<file path="src/rtl/anc_pkt_pkg.sv">
package anc_pkt_pkg;
  localparam int PRE_LEN    = 3;
  localparam int HDR_LEN    = 3;
  localparam int FIRST_USER = PRE_LEN + HDR_LEN;
  localparam int FIRST_SUM  = PRE_LEN;

  // Header/user word: six info bits, bit 6 even parity, bit 7 its inverse
  function automatic logic [7:0] prot_word(input logic [5:0] p);
    logic par;
    par = ^p;
    return {~par, par, p};
  endfunction

  // Checksum word: 7-bit sum, bit 7 inverse of bit 6
  function automatic logic [7:0] close_word(input logic [6:0] s);
    return {~s[6], s};
  endfunction
endpackage

</file>
<file path="src/rtl/anc_seq.sv">
module anc_seq #(
  parameter int N_WORDS = 18,
  localparam int IDX_W = $clog2(N_WORDS)
) (
  input  logic             clk,
  input  logic             rst_n,
  input  logic             start_i,
  input  logic             ready_i,
  output logic             busy_o,
  output logic             capture_o,
  output logic             accept_o,
  output logic [IDX_W-1:0] idx_o,
  output logic             done_o
);
  logic             busy_q;
  logic [IDX_W-1:0] idx_q;
  logic             done_q;
  logic             last;

  assign last      = (idx_q == IDX_W'(N_WORDS - 1));
  assign capture_o = start_i & ~busy_q;   // starts ignored while busy
  assign accept_o  = busy_q & ready_i;

  always_ff @(posedge clk or negedge rst_n) begin
    if (!rst_n) begin
      busy_q <= 1'b0;
      idx_q  <= '0;
      done_q <= 1'b0;
    end else begin
      done_q <= accept_o & last;
      if (capture_o) begin
        busy_q <= 1'b1;
        idx_q  <= '0;
      end else if (accept_o) begin
        if (last) begin
          busy_q <= 1'b0;
          idx_q  <= '0;
        end else begin
          idx_q <= idx_q + 1'b1;
        end
      end
    end
  end

  assign busy_o = busy_q;
  assign idx_o  = idx_q;
  assign done_o = done_q;
endmodule

</file>
<file path="src/rtl/anc_payload.sv">
module anc_payload #(
  parameter int HINC_W  = 8,
  parameter int SCINC_W = 32,
  localparam int HN     = HINC_W / 4,
  localparam int SN     = SCINC_W / 4,
  localparam int N_USER = 1 + HN + SN,
  localparam int UIDX_W = $clog2(N_USER)
) (
  input  logic              clk,
  input  logic              rst_n,
  input  logic              capture_i,
  input  logic              pal_mode_i,
  input  logic              field2_i,
  input  logic              field1_i,
  input  logic              v_sign_i,
  input  logic [HINC_W-1:0] hinc_i,
  input  logic [SCINC_W-1:0] scinc_i,
  input  logic [UIDX_W-1:0] sel_i,
  output logic [5:0]        word_o
);
  logic [5:0] fresh [N_USER];
  logic [5:0] held  [N_USER];

  // sign bit forced low outside PAL mode
  assign fresh[0] = {pal_mode_i & v_sign_i, field2_i, field1_i, 3'b000};

  // horizontal increment, high nibble first
  for (genvar g = 0; g < HN; g++) begin : g_hinc
    assign fresh[1 + g] = {2'b00, hinc_i[HINC_W - 1 - 4*g -: 4]};
  end

  // subcarrier increment, most significant nibble first
  for (genvar g = 0; g < SN; g++) begin : g_scinc
    assign fresh[1 + HN + g] = {2'b00, scinc_i[SCINC_W - 1 - 4*g -: 4]};
  end

  // payload captured only on an accepted start
  always_ff @(posedge clk or negedge rst_n) begin
    if (!rst_n) begin
      for (int k = 0; k < N_USER; k++) held[k] <= '0;
    end else if (capture_i) begin
      for (int k = 0; k < N_USER; k++) held[k] <= fresh[k];
    end
  end

  assign word_o = (int'(sel_i) < N_USER) ? held[sel_i] : 6'd0;
endmodule

</file>
<file path="src/rtl/anc_crc_acc.sv">
module anc_crc_acc (
  input  logic       clk,
  input  logic       rst_n,
  input  logic       clear_i,
  input  logic       add_i,
  input  logic [6:0] word_i,
  output logic [6:0] sum_o
);
  logic [6:0] sum_q;

  // modulo-128 accumulation, carry out discarded
  always_ff @(posedge clk or negedge rst_n) begin
    if (!rst_n)       sum_q <= '0;
    else if (clear_i) sum_q <= '0;
    else if (add_i)   sum_q <= sum_q + word_i;
  end

  assign sum_o = sum_q;
endmodule

</file>
<file path="src/rtl/anc_pkt_gen.sv">
module anc_pkt_gen
  import anc_pkt_pkg::*;
#(
  parameter int         HINC_W    = 8,
  parameter int         SCINC_W   = 32,
  parameter logic [5:0] PKT_ID    = 6'h15,
  parameter logic [5:0] BLOCK_NUM = 6'h01
) (
  input  logic               clk,
  input  logic               rst_n,
  input  logic               enable_i,
  input  logic               line_start_i,
  input  logic               pal_mode_i,
  input  logic               field2_i,
  input  logic               field1_i,
  input  logic               v_sign_i,
  input  logic [HINC_W-1:0]  hinc_i,
  input  logic [SCINC_W-1:0] scinc_i,
  output logic [7:0]         pkt_data_o,
  output logic               pkt_valid_o,
  input  logic               pkt_ready_i,
  output logic               pkt_done_o
);
  localparam int N_USER  = 1 + HINC_W / 4 + SCINC_W / 4;
  localparam int N_WORDS = FIRST_USER + N_USER + 1;
  localparam int IDX_W   = $clog2(N_WORDS);
  localparam int UIDX_W  = $clog2(N_USER);

  logic             busy, capture, accept;
  logic [IDX_W-1:0] idx;
  logic [UIDX_W-1:0] usel;
  logic [5:0]       uword;
  logic [6:0]       sum;
  logic             sum_add;

  anc_seq #(.N_WORDS(N_WORDS)) seq_i (
    .clk       (clk),
    .rst_n     (rst_n),
    .start_i   (line_start_i & enable_i),
    .ready_i   (pkt_ready_i),
    .busy_o    (busy),
    .capture_o (capture),
    .accept_o  (accept),
    .idx_o     (idx),
    .done_o    (pkt_done_o)
  );

  assign usel = UIDX_W'(idx - IDX_W'(FIRST_USER));

  anc_payload #(.HINC_W(HINC_W), .SCINC_W(SCINC_W)) pay_i (
    .clk        (clk),
    .rst_n      (rst_n),
    .capture_i  (capture),
    .pal_mode_i (pal_mode_i),
    .field2_i   (field2_i),
    .field1_i   (field1_i),
    .v_sign_i   (v_sign_i),
    .hinc_i     (hinc_i),
    .scinc_i    (scinc_i),
    .sel_i      (usel),
    .word_o     (uword)
  );

  assign sum_add = accept && (int'(idx) >= FIRST_SUM) && (int'(idx) <= N_WORDS - 2);

  anc_crc_acc crc_i (
    .clk     (clk),
    .rst_n   (rst_n),
    .clear_i (capture),
    .add_i   (sum_add),
    .word_i  (pkt_data_o[6:0]),
    .sum_o   (sum)
  );

  // Word multiplexer: R3 preamble, R4 header, user words, R9 checksum
  always_comb begin
    if (int'(idx) == 0)                     pkt_data_o = 8'h00;
    else if (int'(idx) < PRE_LEN)           pkt_data_o = 8'hFF;
    else if (int'(idx) == PRE_LEN)          pkt_data_o = prot_word(PKT_ID);
    else if (int'(idx) == PRE_LEN + 1)      pkt_data_o = prot_word(BLOCK_NUM);
    else if (int'(idx) == PRE_LEN + 2)      pkt_data_o = prot_word(6'(N_USER));
    else if (int'(idx) < N_WORDS - 1)       pkt_data_o = prot_word(uword);
    else                                    pkt_data_o = close_word(sum);
  end

  assign pkt_valid_o = busy;   // valid held until transfer
endmodule

</file>
<file path="config.mk">
export PLATFORM = sky130hd
export DESIGN_NAME = anc_pkt_gen
export DESIGN_NICKNAME = d
export VERILOG_FILES = /design/src/rtl/anc_pkt_pkg.sv /design/src/rtl/anc_seq.sv /design/src/rtl/anc_payload.sv /design/src/rtl/anc_crc_acc.sv /design/src/rtl/anc_pkt_gen.sv
export SDC_FILE = /design/constraint.sdc
export NUM_CORES = 1
export LEC_CHECK = 0
export BUFFER_PORTS_ARGS = -buffer_cell sky130_fd_sc_hd__clkbuf_2
export CORE_MARGIN = 1
export CORE_UTILIZATION = 40
export DETAILED_ROUTE_END_ITERATION = 7
export GPL_ROUTABILITY_DRIVEN = 0
export PLACE_DENSITY_LB_ADDON = 0.3
export SLEW_MARGIN = 5
export SYNTH_ARGS = -nofsm -noshare
export SYNTH_HDL_FRONTEND = slang
export SYNTH_HIERARCHICAL = 1
export SYNTH_SLANG_ARGS = --single-unit
</file>
<file path="constraint.sdc">
create_clock -name clk -period 9 [get_ports clk]
set_clock_uncertainty 0.2 [all_clocks]
set_input_delay 1.35 -clock clk [delete_from_list [all_inputs] [get_ports clk]]
set_output_delay 1.35 -clock clk [all_outputs]
set_load 0.005 [all_outputs]
</file>
==> impl_metrics.tcl <==
set metrics [dict create \
    tritoncts.num_buffers 9 \
    status "finished, final reports clean" \
    muxShareOfSynthArea 0.2347 \
    number_of_antenna_violations_at_the_first_check_in_global_routing 0 \
    synth_edf_count 0 \
    yosys-top-cells-area "sky130_fd_sc_hd__dfrtp_1, sky130_fd_sc_hd__mux2_2, sky130_fd_sc_hd__ha_1, sky130_fd_sc_hd__mux2i_1, sky130_fd_sc_hd__mux4_2" \
    start_kind "flip-flop" \
    xor_xnor_cell_area_share_of_the_yosys_netlist 0.02981 \
    fp.dieArea_sq_mm 0.008766 \
    area_growth_syn_to_layout_pct 15.65 \
    worstSetupEndpointType "output port" \
    critPathArrivalTime_ps 3820 \
    numPortBuffers 58 \
    synth_compound_gate_area_share 0.1043 \
    vert_die_dim_microns 93.63 \
    cts_repair_resized_insts 0 \
    mappedNetlistNets 350 \
    post_route_antenna_net_violation_count 0 \
    synth.largest_area_cell "sky130_fd_sc_hd__dfrtp_1" \
    synthDistinctLibCells 58 \
    rsz0062_at_grt "false" \
    critical_path.max_fanout 17 \
    timing.max_cap.violations 0 \
    final_period_minus_worst_setup_slack_ps 5366 \
    top_level_ports 59 \
    fillers 774 \
    ys_warn_count 6 \
    cts_max_level 3 \
    tritoncts "yes" \
    post_route_cells_drive_above_1_share 0.3926 \
    vias_in_the_first_global_route 2430 \
    drc 0 \
    via_per_inst 5.214 \
    clk_transition_reported_paths_ps 70 \
    synth_adder_area_share 0.04694 \
    floorplan.core_area_sq_mm 0.008175 \
    drt_pre_antenna_iters 4 \
    worst_slew_margin_rel 0.2464 \
    grt_pass1_wl_mm 11.49 \
    tritoncts_num_sinks 57 \
    dr.first_iter.drc_count 79 \
    finalNetCount 406 \
    gr-total-overflow 0 \
    yosys.cell_count.top_type "sky130_fd_sc_hd__dfrtp_1" \
    cts_hold_repair.buffers 0 \
    synth.cell_area_sq_mm 0.003358 \
    grt_max_degree 58 \
    clock_tree.buffer_depth 2 \
    cp.required_ps 7450 \
    via_count 2367 \
    synth_top_flop_cell "sky130_fd_sc_hd__dfrtp_1" \
    synth_seq_area_share 0.4247 \
    synth_area_per_cell_sq_um 11.62 \
    synth-async-reset-ratio 1.000 \
    combinational_family_with_the_most_area_after_synthesis "multiplexers" \
    drt_wl_total_mm 6.793 \
    die_w_microns 93.63 \
    fin_setup_tns_ps 0 \
    synth.top_cells.by_count "sky130_fd_sc_hd__dfrtp_1, sky130_fd_sc_hd__mux2_2, sky130_fd_sc_hd__nor2_1" \
    global_route.usage.total 0.1717 \
    timing_worst_setup_path_type "flip-flop to output port" \
    synth_top_area_share 0.4247 \
    ys_seq_elements 57 \
    worstSkewPairLatency_ps 340 \
    timing.fmax_mhz 186.4 \
    leakagePower_nw 1.828 \
    min_period_over_period 0.5962 \
    holdCritPathClass "flip-flop to flip-flop" \
    power_mw 1.535 \
    syn-instance-count 289 \
    detailedPlacementHpwl_mm 4.975 \
    timing.final.setup_violations 0 \
    post_synth_and_or_nand_nor_area_fraction 0.1148 \
    irDropWorstVdd_v 0.0001804 \
    timing.final.max_slew_violations 0 \
    antenna-diode-count 0 \
    initial_core_util 0.4108 \
    post-cts-setup-buffers 0 \
    num_rows 33 \
    worst-slew-pin-transition_ps 1130 \
    clock-root-buffer "sky130_fd_sc_hd__clkbuf_8" \
    routedWlPerCell_microns 14.96 \
    finalHoldViolCount 0 \
    power.density_mw_per_mm2 395.2 \
]
## metal layers
layer  up-vias  wire length, microns  track usage
li1       1152                     -            -
met1      1139                  3129       0.2129
met2        65                  3230       0.2880
met3        11                   320      0.04309
met4         0                   112      0.06410
met5         -                     0            0
## per-stage QoR
stage | instance area (sq um) | hold slack [ps] | std cells | setup WS (ps) | util
2_1_floorplan | 3358 | 272.1 | 289 | 4933 | -
3_3_place_gp | 3690 | 286.7 | 439 | 4251 | 0.4513
3_5_place_dp | 3690 | 295.8 | 439 | 4074 | 0.4513
4_1_cts | 3884 | 310.2 | 454 | 3691 | 0.4751
5_1_grt | 3884 | 330.5 | 454 | 3448 | 0.4751
6_report | 3884 | 307.2 | 454 | 3634 | 0.4751
## logic make-up (layout without fill, tap and decap cells)
group / after synthesis / count (layout)
and+or+nand+nor: 69 / 69
buffers and inverters: 28 / 88
DFF: 57 / 57
muxes: 65 / 65
AOI/OAI and AO/OA: 49 / 49
xor gates and xnor gates: 9 / 9
adders and majority gates: 12 / 12
## placed cells by master, fill, tap and decap left out, types with 3 or more instances in the layout
cell type                   n
sky130_fd_sc_hd__mux2_2    43
sky130_fd_sc_hd__nand3b_1   6
sky130_fd_sc_hd__o32ai_1    3
sky130_fd_sc_hd__o211a_1    4
sky130_fd_sc_hd__clkbuf_2  58
sky130_fd_sc_hd__nand3_1    7
sky130_fd_sc_hd__nor2b_1    5
sky130_fd_sc_hd__nand2_1   12
sky130_fd_sc_hd__xnor2_1    5
sky130_fd_sc_hd__clkbuf_8  10
sky130_fd_sc_hd__dfrtp_1   57
sky130_fd_sc_hd__nand2b_1   3
sky130_fd_sc_hd__o21ai_0   12
sky130_fd_sc_hd__inv_1     13
sky130_fd_sc_hd__mux2_4     4
sky130_fd_sc_hd__nor2_1    15
sky130_fd_sc_hd__a21oi_1   10
sky130_fd_sc_hd__mux2i_1   12
sky130_fd_sc_hd__and2_1     4
sky130_fd_sc_hd__ha_1      11
sky130_fd_sc_hd__a31oi_1    3
sky130_fd_sc_hd__mux4_2     5
sky130_fd_sc_hd__or3_1      3
## worst max-delay path, stage by stage (launching register included)
cell	delay, ps
sky130_fd_sc_hd__dfrtp_1	550
sky130_fd_sc_hd__ha_1	300
sky130_fd_sc_hd__xnor2_1	790
sky130_fd_sc_hd__a221oi_1	120
sky130_fd_sc_hd__o32ai_1	490
sky130_fd_sc_hd__xnor2_1	170
sky130_fd_sc_hd__xnor3_1	400
sky130_fd_sc_hd__mux2i_1	250
sky130_fd_sc_hd__a2bb2oi_1	250
sky130_fd_sc_hd__clkbuf_2	150
## flip-flops by register name, summed over array words and instances (netlist names)
register,count
pay_i/held,43
crc_i/sum_o,7
seq_i/idx_o,5
seq_i/busy_o,1
seq_i/done_o,1
## report_power, final
| part | switching, mW | total (mW) | internal (mW) |
|---|---|---|---|
| logic | 0.385 | 0.828 | 0.443 |
| clock network | 0.104 | 0.237 | 0.133 |
| registers | 0.0999 | 0.470 | 0.370 |
| total | 0.589 | 1.53 | 0.946 |
## worst paths after layout
path / startpoint / endpoint / slack, ps / cells past startpoint
max in group asynchronous: rst_n / pay_i/held[8] / 7170 / 2
worst min-delay path: pay_i/held[9] / pay_i/held[9] / 310 / 1
worst max-delay path: seq_i/idx_o[1] / pkt_data_o[7] / 3630 / 9
min in group asynchronous: rst_n / seq_i/done_o / 950 / 2
worst min register to register: pay_i/held[9] / pay_i/held[9] / 310 / 1
worst max register to register: seq_i/idx_o[1] / crc_i/sum_o[6] / 4280 / 13
## cell type report
| cell class | instances | area [sq um] | area share |
|---|---|---|---|
| Clock buffer | 10 | 137.6 | 0.03544 |
| Clock inverter | 5 | 56.30 | 0.01450 |
| Inverter | 14 | 52.55 | 0.01353 |
| Multi-Input combinational cell | 204 | 1782 | 0.4588 |
| Sequential cell | 57 | 1426 | 0.3673 |
| Tap cell | 105 | 131.4 | 0.03383 |
| Timing Repair Buffer | 59 | 297.8 | 0.07668 |
Power figures use the tool's default switching activity.
